[config.mk]
export PLATFORM = sky130hd
export DESIGN_NAME = spi_sel_master
export DESIGN_NICKNAME = d
export VERILOG_FILES = /design/src/rtl/spi_sel_pkg.sv /design/src/rtl/spi_sel_fifo.sv /design/src/rtl/spi_sel_engine.sv /design/src/rtl/spi_sel_decode.sv /design/src/rtl/spi_sel_master.sv
export SDC_FILE = /design/constraint.sdc
export NUM_CORES = 1
export LEC_CHECK = 0
export ABC_CLOCK_PERIOD_IN_PS = 4500
export BUFFER_PORTS_ARGS = -buffer_cell sky130_fd_sc_hd__buf_4
export CORE_ASPECT_RATIO = 0.75
export CORE_MARGIN = 2
export CORE_UTILIZATION = 60
export DETAILED_ROUTE_END_ITERATION = 16
export HOLD_SLACK_MARGIN = 0.15
export PLACE_DENSITY_LB_ADDON = 0.05
export SLEW_MARGIN = 20
export SYNTH_ARGS = -nofsm -noshare
export SYNTH_HDL_FRONTEND = slang
export SYNTH_SLANG_ARGS = --single-unit
[constraint.sdc]
create_clock -name clk -period 4.5 [get_ports clk]
set_input_delay 1.35 -clock clk [delete_from_list [all_inputs] [get_ports clk]]
set_output_delay 1.35 -clock clk [all_outputs]
set_load 0.005 [all_outputs]
[src/rtl/spi_sel_pkg.sv]
`timescale 1ns/1ps
package spi_sel_pkg;
    typedef enum logic [2:0] {
        ST_IDLE,
        ST_LEAD,
        ST_LOW,
        ST_HIGH,
        ST_TRAIL,
        ST_GAP
    } eng_state_e;
endpackage

[src/rtl/spi_sel_fifo.sv]
`timescale 1ns/1ps
module spi_sel_fifo #(
    parameter int W     = 24,
    parameter int DEPTH = 4
) (
    input  logic                         clk,
    input  logic                         rst_n,
    input  logic                         push,
    input  logic                         pop,
    input  logic [W-1:0]                 din,
    output logic [W-1:0]                 dout,
    output logic                         empty,
    output logic                         full,
    output logic [$clog2(DEPTH+1)-1:0]   level
);
    localparam int AW = (DEPTH > 1) ? $clog2(DEPTH) : 1;
    localparam int LW = $clog2(DEPTH + 1);

    typedef struct packed {
        logic [AW-1:0] wp;
        logic [AW-1:0] rp;
        logic [LW-1:0] lvl;
    } fifo_t;

    fifo_t q, d;
    logic [W-1:0] mem [DEPTH];
    logic do_push, do_pop;

    assign full    = (q.lvl == LW'(DEPTH));
    assign empty   = (q.lvl == '0);
    assign do_push = push && !full;
    assign do_pop  = pop && !empty;

    always_comb begin
        d = q;
        if (do_push) d.wp = (q.wp == AW'(DEPTH - 1)) ? '0 : q.wp + AW'(1);
        if (do_pop)  d.rp = (q.rp == AW'(DEPTH - 1)) ? '0 : q.rp + AW'(1);
        case ({do_push, do_pop})
            2'b10:   d.lvl = q.lvl + LW'(1);
            2'b01:   d.lvl = q.lvl - LW'(1);
            default: d.lvl = q.lvl;
        endcase
    end

    always_ff @(posedge clk or negedge rst_n) begin
        if (!rst_n) q <= '0;
        else        q <= d;
    end

    always_ff @(posedge clk) begin
        if (do_push) mem[q.wp] <= din;
    end

    assign dout  = mem[q.rp];
    assign level = q.lvl;
endmodule

[src/rtl/spi_sel_engine.sv]
`timescale 1ns/1ps
module spi_sel_engine
    import spi_sel_pkg::*;
#(
    parameter int WORD_W = 16,
    parameter int SEL_W  = 8,
    parameter int DIV_W  = 8
) (
    input  logic              clk,
    input  logic              rst_n,
    input  logic [DIV_W-1:0]  div,
    input  logic              q_empty,
    input  logic [WORD_W-1:0] q_data,
    input  logic [SEL_W-1:0]  q_sel,
    output logic              q_pop,
    input  logic              miso,
    output logic              sclk,
    output logic              mosi,
    output logic              msls,
    output logic [SEL_W-1:0]  pat,
    output logic              done,
    output logic [WORD_W-1:0] rx_word
);
    localparam int BW = $clog2(WORD_W);

    typedef struct packed {
        eng_state_e        st;
        logic [DIV_W-1:0]  cnt;
        logic [BW-1:0]     bitn;
        logic [WORD_W-1:0] tsh;
        logic [WORD_W-1:0] rsh;
        logic [SEL_W-1:0]  pat;
        logic              sclk;
        logic              msls;
        logic              hold;
        logic              done;
    } eng_t;

    eng_t q, d;
    logic [DIV_W-1:0] per, lo_len, hi_len;
    logic launch;

    always_comb begin
        per    = (div < DIV_W'(2)) ? DIV_W'(2) : div;
        lo_len = per >> 1;
        hi_len = per - lo_len;
    end

    always_comb begin
        d      = q;
        d.done = 1'b0;
        launch = 1'b0;
        case (q.st)
            ST_IDLE: begin
                if (!q_empty) launch = 1'b1;
            end
            ST_LEAD, ST_HIGH: begin
                if (q.cnt == '0) begin
                    d.st   = ST_LOW;
                    d.sclk = 1'b0;
                    d.cnt  = lo_len - DIV_W'(1);
                    d.rsh  = {q.rsh[WORD_W-2:0], miso};
                end else begin
                    d.cnt = q.cnt - DIV_W'(1);
                end
            end
            ST_LOW: begin
                if (q.cnt == '0) begin
                    d.sclk = 1'b1;
                    if (q.bitn == '0) begin
                        d.st  = ST_TRAIL;
                        d.cnt = per - DIV_W'(1);
                    end else begin
                        d.st   = ST_HIGH;
                        d.cnt  = hi_len - DIV_W'(1);
                        d.tsh  = {q.tsh[WORD_W-2:0], 1'b0};
                        d.bitn = q.bitn - BW'(1);
                    end
                end else begin
                    d.cnt = q.cnt - DIV_W'(1);
                end
            end
            ST_TRAIL: begin
                if (q.cnt == '0) begin
                    d.msls = 1'b0;
                    d.done = 1'b1;
                    d.st   = ST_GAP;
                    d.cnt  = per - DIV_W'(1);
                end else begin
                    d.cnt = q.cnt - DIV_W'(1);
                end
            end
            ST_GAP: begin
                if (q.cnt == '0) begin
                    if (q_empty) begin
                        d.st   = ST_IDLE;
                        d.hold = 1'b0;
                    end else if (q.hold || (q_sel == q.pat)) begin
                        launch = 1'b1;
                    end else begin
                        d.hold = 1'b1;
                        d.cnt  = per - DIV_W'(1);
                    end
                end else begin
                    d.cnt = q.cnt - DIV_W'(1);
                end
            end
            default: d.st = ST_IDLE;
        endcase
        if (launch) begin
            d.st   = ST_LEAD;
            d.cnt  = per - DIV_W'(1);
            d.bitn = BW'(WORD_W - 1);
            d.tsh  = q_data;
            d.pat  = q_sel;
            d.msls = 1'b1;
            d.sclk = 1'b1;
            d.hold = 1'b0;
        end
    end

    always_ff @(posedge clk or negedge rst_n) begin
        if (!rst_n) begin
            q      <= '0;
            q.st   <= ST_IDLE;
            q.sclk <= 1'b1;
        end else begin
            q <= d;
        end
    end

    assign q_pop   = launch;
    assign sclk    = q.sclk;
    assign mosi    = q.tsh[WORD_W-1];
    assign msls    = q.msls;
    assign pat     = q.pat;
    assign done    = q.done;
    assign rx_word = q.rsh;
endmodule

[src/rtl/spi_sel_decode.sv]
`timescale 1ns/1ps
module spi_sel_decode #(
    parameter int SEL_W = 8
) (
    input  logic             msls,
    input  logic [SEL_W-1:0] pat,
    input  logic             coded,
    input  logic             invert,
    output logic [SEL_W-1:0] sel_o
);
    localparam int CW = $clog2(SEL_W);

    for (genvar i = 0; i < SEL_W; i++) begin : g_line
        logic hit;
        assign hit      = coded ? (pat[CW-1:0] == CW'(i)) : pat[i];
        assign sel_o[i] = (msls & hit) ^ invert;
    end
endmodule

[src/rtl/spi_sel_master.sv]
`timescale 1ns/1ps
module spi_sel_master #(
    parameter int WORD_W     = 16,
    parameter int SEL_W      = 8,
    parameter int DIV_W      = 8,
    parameter int FIFO_DEPTH = 4,
    parameter int LVL_W      = $clog2(FIFO_DEPTH + 1)
) (
    input  logic              clk,
    input  logic              rst_n,
    input  logic [DIV_W-1:0]  cfg_div,
    input  logic              cfg_coded,
    input  logic              cfg_invert,
    input  logic              tx_wr,
    input  logic [WORD_W-1:0] tx_data,
    input  logic [SEL_W-1:0]  tx_sel,
    output logic              tx_err,
    output logic [LVL_W-1:0]  tx_level,
    input  logic              rx_rd,
    output logic [WORD_W-1:0] rx_data,
    output logic [LVL_W-1:0]  rx_level,
    output logic              sclk,
    output logic              mosi,
    input  logic              miso,
    output logic [SEL_W-1:0]  sel_o,
    output logic              shift_done,
    output logic              busy
);
    localparam int ENT_W = WORD_W + SEL_W;

    logic [ENT_W-1:0]  tx_head;
    logic              tx_empty, tx_full, tx_pop;
    logic              rx_empty, rx_full;
    logic              msls;
    logic [SEL_W-1:0]  pat_cur;
    logic [WORD_W-1:0] rx_word;
    logic              err_d, err_q;

    spi_sel_fifo #(.W(ENT_W), .DEPTH(FIFO_DEPTH)) u_txq (
        .clk   (clk),
        .rst_n (rst_n),
        .push  (tx_wr),
        .pop   (tx_pop),
        .din   ({tx_sel, tx_data}),
        .dout  (tx_head),
        .empty (tx_empty),
        .full  (tx_full),
        .level (tx_level)
    );

    spi_sel_engine #(.WORD_W(WORD_W), .SEL_W(SEL_W), .DIV_W(DIV_W)) u_eng (
        .clk     (clk),
        .rst_n   (rst_n),
        .div     (cfg_div),
        .q_empty (tx_empty),
        .q_data  (tx_head[WORD_W-1:0]),
        .q_sel   (tx_head[ENT_W-1:WORD_W]),
        .q_pop   (tx_pop),
        .miso    (miso),
        .sclk    (sclk),
        .mosi    (mosi),
        .msls    (msls),
        .pat     (pat_cur),
        .done    (shift_done),
        .rx_word (rx_word)
    );

    spi_sel_decode #(.SEL_W(SEL_W)) u_dec (
        .msls   (msls),
        .pat    (pat_cur),
        .coded  (cfg_coded),
        .invert (cfg_invert),
        .sel_o  (sel_o)
    );

    spi_sel_fifo #(.W(WORD_W), .DEPTH(FIFO_DEPTH)) u_rxq (
        .clk   (clk),
        .rst_n (rst_n),
        .push  (shift_done && !rx_full),
        .pop   (rx_rd && !rx_empty),
        .din   (rx_word),
        .dout  (rx_data),
        .empty (rx_empty),
        .full  (rx_full),
        .level (rx_level)
    );

    always_comb err_d = tx_wr && tx_full;

    always_ff @(posedge clk or negedge rst_n) begin
        if (!rst_n) err_q <= 1'b0;
        else        err_q <= err_d;
    end

    assign tx_err = err_q;
    assign busy   = msls || !tx_empty;
endmodule

After elaboration in Yosys (flattened, before gate mapping)
Memories as Yosys holds them, arrays and structs flattened.
Cells that the tools add are included.
- flip-flop bits (word level): 74
- latch bits: 0
- RAM bits: 160
- ROM bits: 0
- output and inout bits: 35
- memories kept: 2
- memory list (name ; depth ; width ; read ports ; clocked after memory_dff ; write ports ; line ; source):
    u_txq.mem ; 4 ; 24 ; 1 ; 0 ; 1 ; spi_sel_fifo.sv:26 ; logic [W-1:0] mem [DEPTH];
    u_rxq.mem ; 4 ; 16 ; 1 ; 0 ; 1 ; spi_sel_fifo.sv:26 ;
- add/sub/neg operators: 14
- $mul: 0
- div/mod/pow operators: 0
- $lt $le $gt $ge: 1
- equality and inequality tests: 33
- shift-type cells: 0
- mux-type cells: 53
- bitwise gates (word level): 16
- reduce and logical (&&, ||, !) cells: 35
- operators with widths (kind ; count):
    $mux W20 ; 3
    $mux W8 ; 7
    $pmux W8 S4 ; 1
    $mux W31 ; 1
    $mux W1 ; 25
    $eq A3 B3 Y1 const B ; 8
    $sub A8 B1 Y8 const B ; 3
    $mux W3 ; 6
    $ne A3 B2 Y1 const B ; 6
    $pmux W3 S5 ; 1
    $eq A2 B2 Y1 const B ; 6
    $eq A3 B2 Y1 const B ; 4
    $logic_not A3 Y1 ; 4
    $pmux W3 S2 ; 2
    $reduce_and A3 Y1 ; 4
    $reduce_bool A2 Y1 ; 6
    $mux W11 ; 1
    $add A2 B1 Y2 const B ; 4
    $and A1 B1 Y1 ; 8
    $eq A8 B8 Y1 ; 1
    $logic_not A8 Y1 ; 1
    $lt A8 B2 Y1 const B ; 1
    $mux W2 ; 4
    $ne A4 B4 Y1 const B ; 2
    19 further kinds ; 43

Logic depth before layout (Yosys ltp)
An unclocked memory read counts as a cell.
- word-level depth: 10
- mapped depth: 16
- mapped depth without buffers: 14

Modules after synthesis
Synthesis repeated with hierarchy kept, for this count alone.
- cells, all modules: 825
- area total of the unflattened synthesis: 11079.4 µm²
- by module, submodules not included (module ; instances ; cells an instance ; area an instance (µm²) ; seq. area each (µm²)):
    spi_sel_fifo at u_txq ; 1 ; 169 ; 3981.3 ; 3057.9
    spi_sel_engine ; 1 ; 489 ; 3975.1 ; 1477.7
    spi_sel_fifo at u_rxq ; 1 ; 128 ; 2791.4 ; 2097.0
    spi_sel_decode ; 1 ; 34 ; 266.5 ; 0.0
    spi_sel_master ; 1 ; 5 ; 65.1 ; 25.0

Worst setup path before layout
No wires, ideal clock.
- kind: in2reg
- start: in cfg_div[7]
- end: reg u_eng.q[54] (netlist bit)
- setup time: 0.126 ns
- arrival time: 3.856 ns
- slack: 0.518 ns
- stages: 13
- buffers on the path: 0
- cells stage by stage: inv_1 -> ha_1 -> or4b_1 -> o31a_1 -> ha_1 -> fa_1 -> nand2b_1 -> a21oi_1 -> o21ai_0 -> a21boi_0 -> o21ai_0 -> a21oi_1 -> a221o_1
- word-level cells in the longest chain between the ends: 8
- elaborated cells on any way between the ends: 15
- classes of those cells: add/sub (4); order compare (1); mux (10)
- RTL lines (what ; line ; source):
    from (decl) ; spi_sel_master.sv:11 ; input logic [DIV_W-1:0] cfg_div,
    $lt A8 B2 Y1 ; spi_sel_engine.sv:44 ; per = (div < DIV_W'(2)) ? DIV_W'(2) : div;
    $mux W8 * ; spi_sel_engine.sv:44 ;
    $sub A8 B7 Y8 / $sub A8 B1 Y8 (equally long branches) ; n/a ;
    $sub A8 B1 Y8 / $mux W8 (equally long branches) ; spi_sel_engine.sv:75, spi_sel_engine.sv:98 ;
    $mux W11 / $mux W8 (equally long branches) ; spi_sel_engine.sv:70, spi_sel_engine.sv:95 ;
    $mux W8, on equally long branches ; spi_sel_engine.sv:68, spi_sel_engine.sv:94 ;
    $pmux W8 S4 ; spi_sel_engine.sv:53 ; case (q.st)
    $mux W31 * ; spi_sel_engine.sv:110 ; if (launch) begin
    to (decl) ; spi_sel_engine.sv:39 ; eng_t q, d;
Mark *: on every way between the ends. The rest lies on a longest branch, timed or not. The select of a mux whose other input is x is not followed.
A chain may end at the register's enable or synchronous reset.

Worst setup path after layout
Same ends and word-level chain as after synthesis.

==> summary.md <==
| Metric | Value |
|---|---|
| Placed Area | 11400 sq um |
| Post-synth EDFFs | between 150 and 200 |
| Synth Instances | 741 |
| # Post-CTS Setup Buffers | 0 |
| Vias | roughly 6k |
| Yosys reg bits | about 230 |
| Post-CTS sizing | 0 |
| Crit Path Max Fanout | 3 |
| DRT Wirelength | between 15 and 20 mm |
| Syn Area/Cell | around 14 sq um |
| Synth Net Count | just over 800 |
| Startpoint types | input pin |
| Register area | 6660 sq um |
| Fill cells | ~1.2k |
| Top-Level Pins | 74 |
| Post-synth ARST share | 0.316 |
| Min Clock Period, post-route | roughly 3900 ps |
| Drt wl/cell | between 15 and 20 microns |
| Fin nets | 887 |
| CP cell instances | buf_4, inv_1, ha_1, or4b_1, o31a_1, ha_1, fa_1, nand2b_1, a21oi_1, o21ai_0, a21boi_0, o21ai_0, a21oi_1, a221o_1 |
| Gr ovfl total | 0 |
| Largest net degree at the start of global routing | 75 |
| Internal power | a little under 5 mW |
| Unrepaired setup endpoints after global routing | no |
| Yosys warns | 0 |
| First-pass GRT wire length | between 30 and 40 mm |
| Share of layout cells above drive strength 1 | 0.236 |
| CTS buffer count | 23 |
| Synth cell types | 65 |
| Crit share post-route | 0.856 |
| Die Ht | roughly 120 microns |
| Critical Path Max Stage Delay | around 520 ps |
| Top FF cell, synth | edfxtp_1 |
| Initial Util | 0.607 |
| Setup tns final | 0 ps |
| Mapped cell area | 10600 sq um |
| Number of global-route vias before repair | around 6.2k |
| Clock Tree Buf Depth | 3 |
| Clk_skew | 14.8 ps |
| Slew headroom | 0.386 |
| Vias per Instance | 5.61 |
| CTS tree | built |
| Initial antenna violation count | 0 |
| Top cell type's share of synthesized area | 0.452 |
| Combinational Power Share | 0.274 |
| GP Congestion | around 0.86 |
| Die ar. | 18800 sq um |
| Worst-margin pin slew | roughly 920 ps |
| Pwr Total | around 6.9 mW |
| Worst path arrival time | 4230 ps |
| Area growth from synthesis to layout | 14.5% |
| Sequential area share after synthesis | 0.627 |
| Dominant cell type by area after synthesis | edfxtp_1 |
| Placed Cells incl. Taps | slightly above 1k |
| Initial drt markers | roughly 380 |
| Crit-path slowest cell | or4b_1 |
| Final hold vios | 0 |
| Pwr dens | between 500 and 600 nW/um^2 |
| CTS root buffer | clkbuf_16 |
| Maximum clock frequency | around 260 MHz |
| # diodes | 0 |
| Setup-failing EPs final | 0 |
| Core Region | approximately 17000 sq um |
| Run status | finished, final reports clean |
| P_leak | 4.58 nW |
| CTS H-tree depth | 1 |
| Hold buffers post-CTS | 0 |
| Final ANT Viol Nets | 0 |
| WS Path Type | input pin to flop |
| Max Slew Vio Count | 0 |
| 1st-pass router iterations | 5 |
| GRT Total Usage | 0.217 |
| Data required, critical path | 4870 ps |
| Multi-input logic area | between 3000 and 4000 sq um |
| Worst VDD drop | 396 uV |
| Critical Path End Type | flop |
| Cell Rows | between 40 and 50 |
| DP HPWL | 12.7 mm |
| Final instance area | between 10000 and 15000 sq um |
| Min Hold Slack | roughly 480 ps |
| HP Class | flop to flop |
| Flop pwr share | 0.441 |
| IO Port Bufs | 73 |
| Final std cells w/o fill | ~1.1k |
| Worst skew pair latency | 500 ps |
| Drt drc | 0 |
| Max-cap viol count | 0 |
| Clock-pin slew on the worst setup and hold paths | around 60 ps |
| Synth area leaders | edfxtp_1 (45%), dfrtp_1 (17%), mux4_2 (8.5%) |
| Psw | roughly 2 mW |
| Switching Fraction | 0.297 |
| Clk pwr share | 0.285 |
| Die width | 158 microns |
| Sink Count | approximately 230 |
## per-layer routing
metal,vias up,GRT usage,wire (microns)
li1,2884,-,-
met1,3008,0.314,9020
met2,117,0.360,9390
met3,21,0.0309,777
met4,0,0.0420,258
met5,-,0,0
## cell type report
class,instances,area share
Sequential cell,234,0.547
Multi-Input combinational cell,425,0.293
Timing Repair Buffer,89,0.0566
Clock buffer,25,0.0479
Tap cell,242,0.0249
Clock inverter,17,0.0163
Inverter,42,0.0134
## cells in the mapped netlist, types with 7 or more instances
master,number
a21oi_1,24
dfrtp_1,73
mux2_2,18
clkbuf_1,21
edfxtp_1,160
xor2_1,10
mux4_2,40
nand2_1,56
buf_4,10
inv_1,41
nor3_1,16
xnor2_1,32
nor2_1,31
mux2i_1,16
o21ai_1,13
o21ai_0,39
ha_1,30
a31oi_1,7
## power groups by stage
stage | logic [mW] | registers (mW) | clock network, mW
2_1_floorplan | 1.53 | 2.89 | 0
3_3_place_gp | 1.85 | 3.04 | 0
3_5_place_dp | 1.90 | 3.07 | 0
4_1_cts | 1.91 | 3.03 | 2.00
5_1_grt | 2.09 | 3.08 | 2.09
6_report | 1.88 | 3.03 | 1.96
## cells in the final DEF (no fill, tap or decap), drive strengths merged, types with 5 or more instances in the layout
master / netlist / final
a21oi: 24 / 24
a31oi: 7 / 7
and2: 5 / 5
and3: 6 / 6
buf: 19 / 89
clkbuf: 21 / 25
clkinv: 1 / 10
dfrtp: 73 / 73
edfxtp: 160 / 160
ha: 30 / 30
inv: 41 / 45
mux2: 18 / 18
mux2i: 16 / 16
mux4: 40 / 40
nand2: 58 / 58
nand3: 6 / 6
nor2: 33 / 33
nor2b: 6 / 6
nor3: 17 / 17
o21ai: 53 / 53
o22ai: 6 / 6
xnor2: 32 / 32
xor2: 10 / 10
## state kept, by name, indices dropped and copies added (netlist names), 4 cells and up
name,cells
u_eng.pat,8
u_eng.q,31
u_txq.q,4
u_txq.mem,96
u_rxq.q,4
u_eng.rx_word,16
u_rxq.mem,64
## stage by stage
stage	util	setup WS [ps]
finish	0.695	646
global route	0.695	366
CTS	0.693	671
detailed placement	0.649	159
global placement	0.649	259
floorplan	-	518
## cells by family (layout without fill, tap and decap cells)
logic type,Yosys count,in the layout,synth area share
AO/OA/AOI/OAI,122,122,0.0696
XOR/XNOR,42,42,0.0346
adder cells (fa/ha/maj),33,33,0.0410
buffers and inverters,82,173,0.0377
flip-flops,234,234,0.627
multiplexers,74,74,0.119
AND/OR/NAND/NOR,154,154,0.0714
## path summary, 6_finish.rpt
path	cells past startpoint	slack [ps]	startpoint	endpoint
setup / recovery	14	650	cfg_div[7]	u_eng.q[54]$_DFFE_PN0P_
hold / removal	2	480	u_eng.q[36]$_DFFE_PN0P_	u_eng.q[36]$_DFFE_PN0P_
setup reg to reg	9	1040	u_txq.q[3]$_DFFE_PN0P_	u_eng.q[54]$_DFFE_PN0P_
hold reg to reg	2	480	u_eng.q[36]$_DFFE_PN0P_	u_eng.q[36]$_DFFE_PN0P_
max in group asynchronous	2	3080	rst_n	u_eng.sclk$_DFFE_PN1P_
min in group asynchronous	1	780	rst_n	u_txq.q[6]$_DFFE_PN0P_
## critical path: cells and delay by family
| kind | cells | cell delay (ps) |
|---|---|---|
| AND/OR/NAND/NOR | 2 | 610 |
| AO/OA/AOI/OAI | 7 | 1250 |
| adder cells (fa/ha/maj) | 3 | 820 |
| buffers and inverters | 2 | 190 |
(Power assumes the default switching activity.)
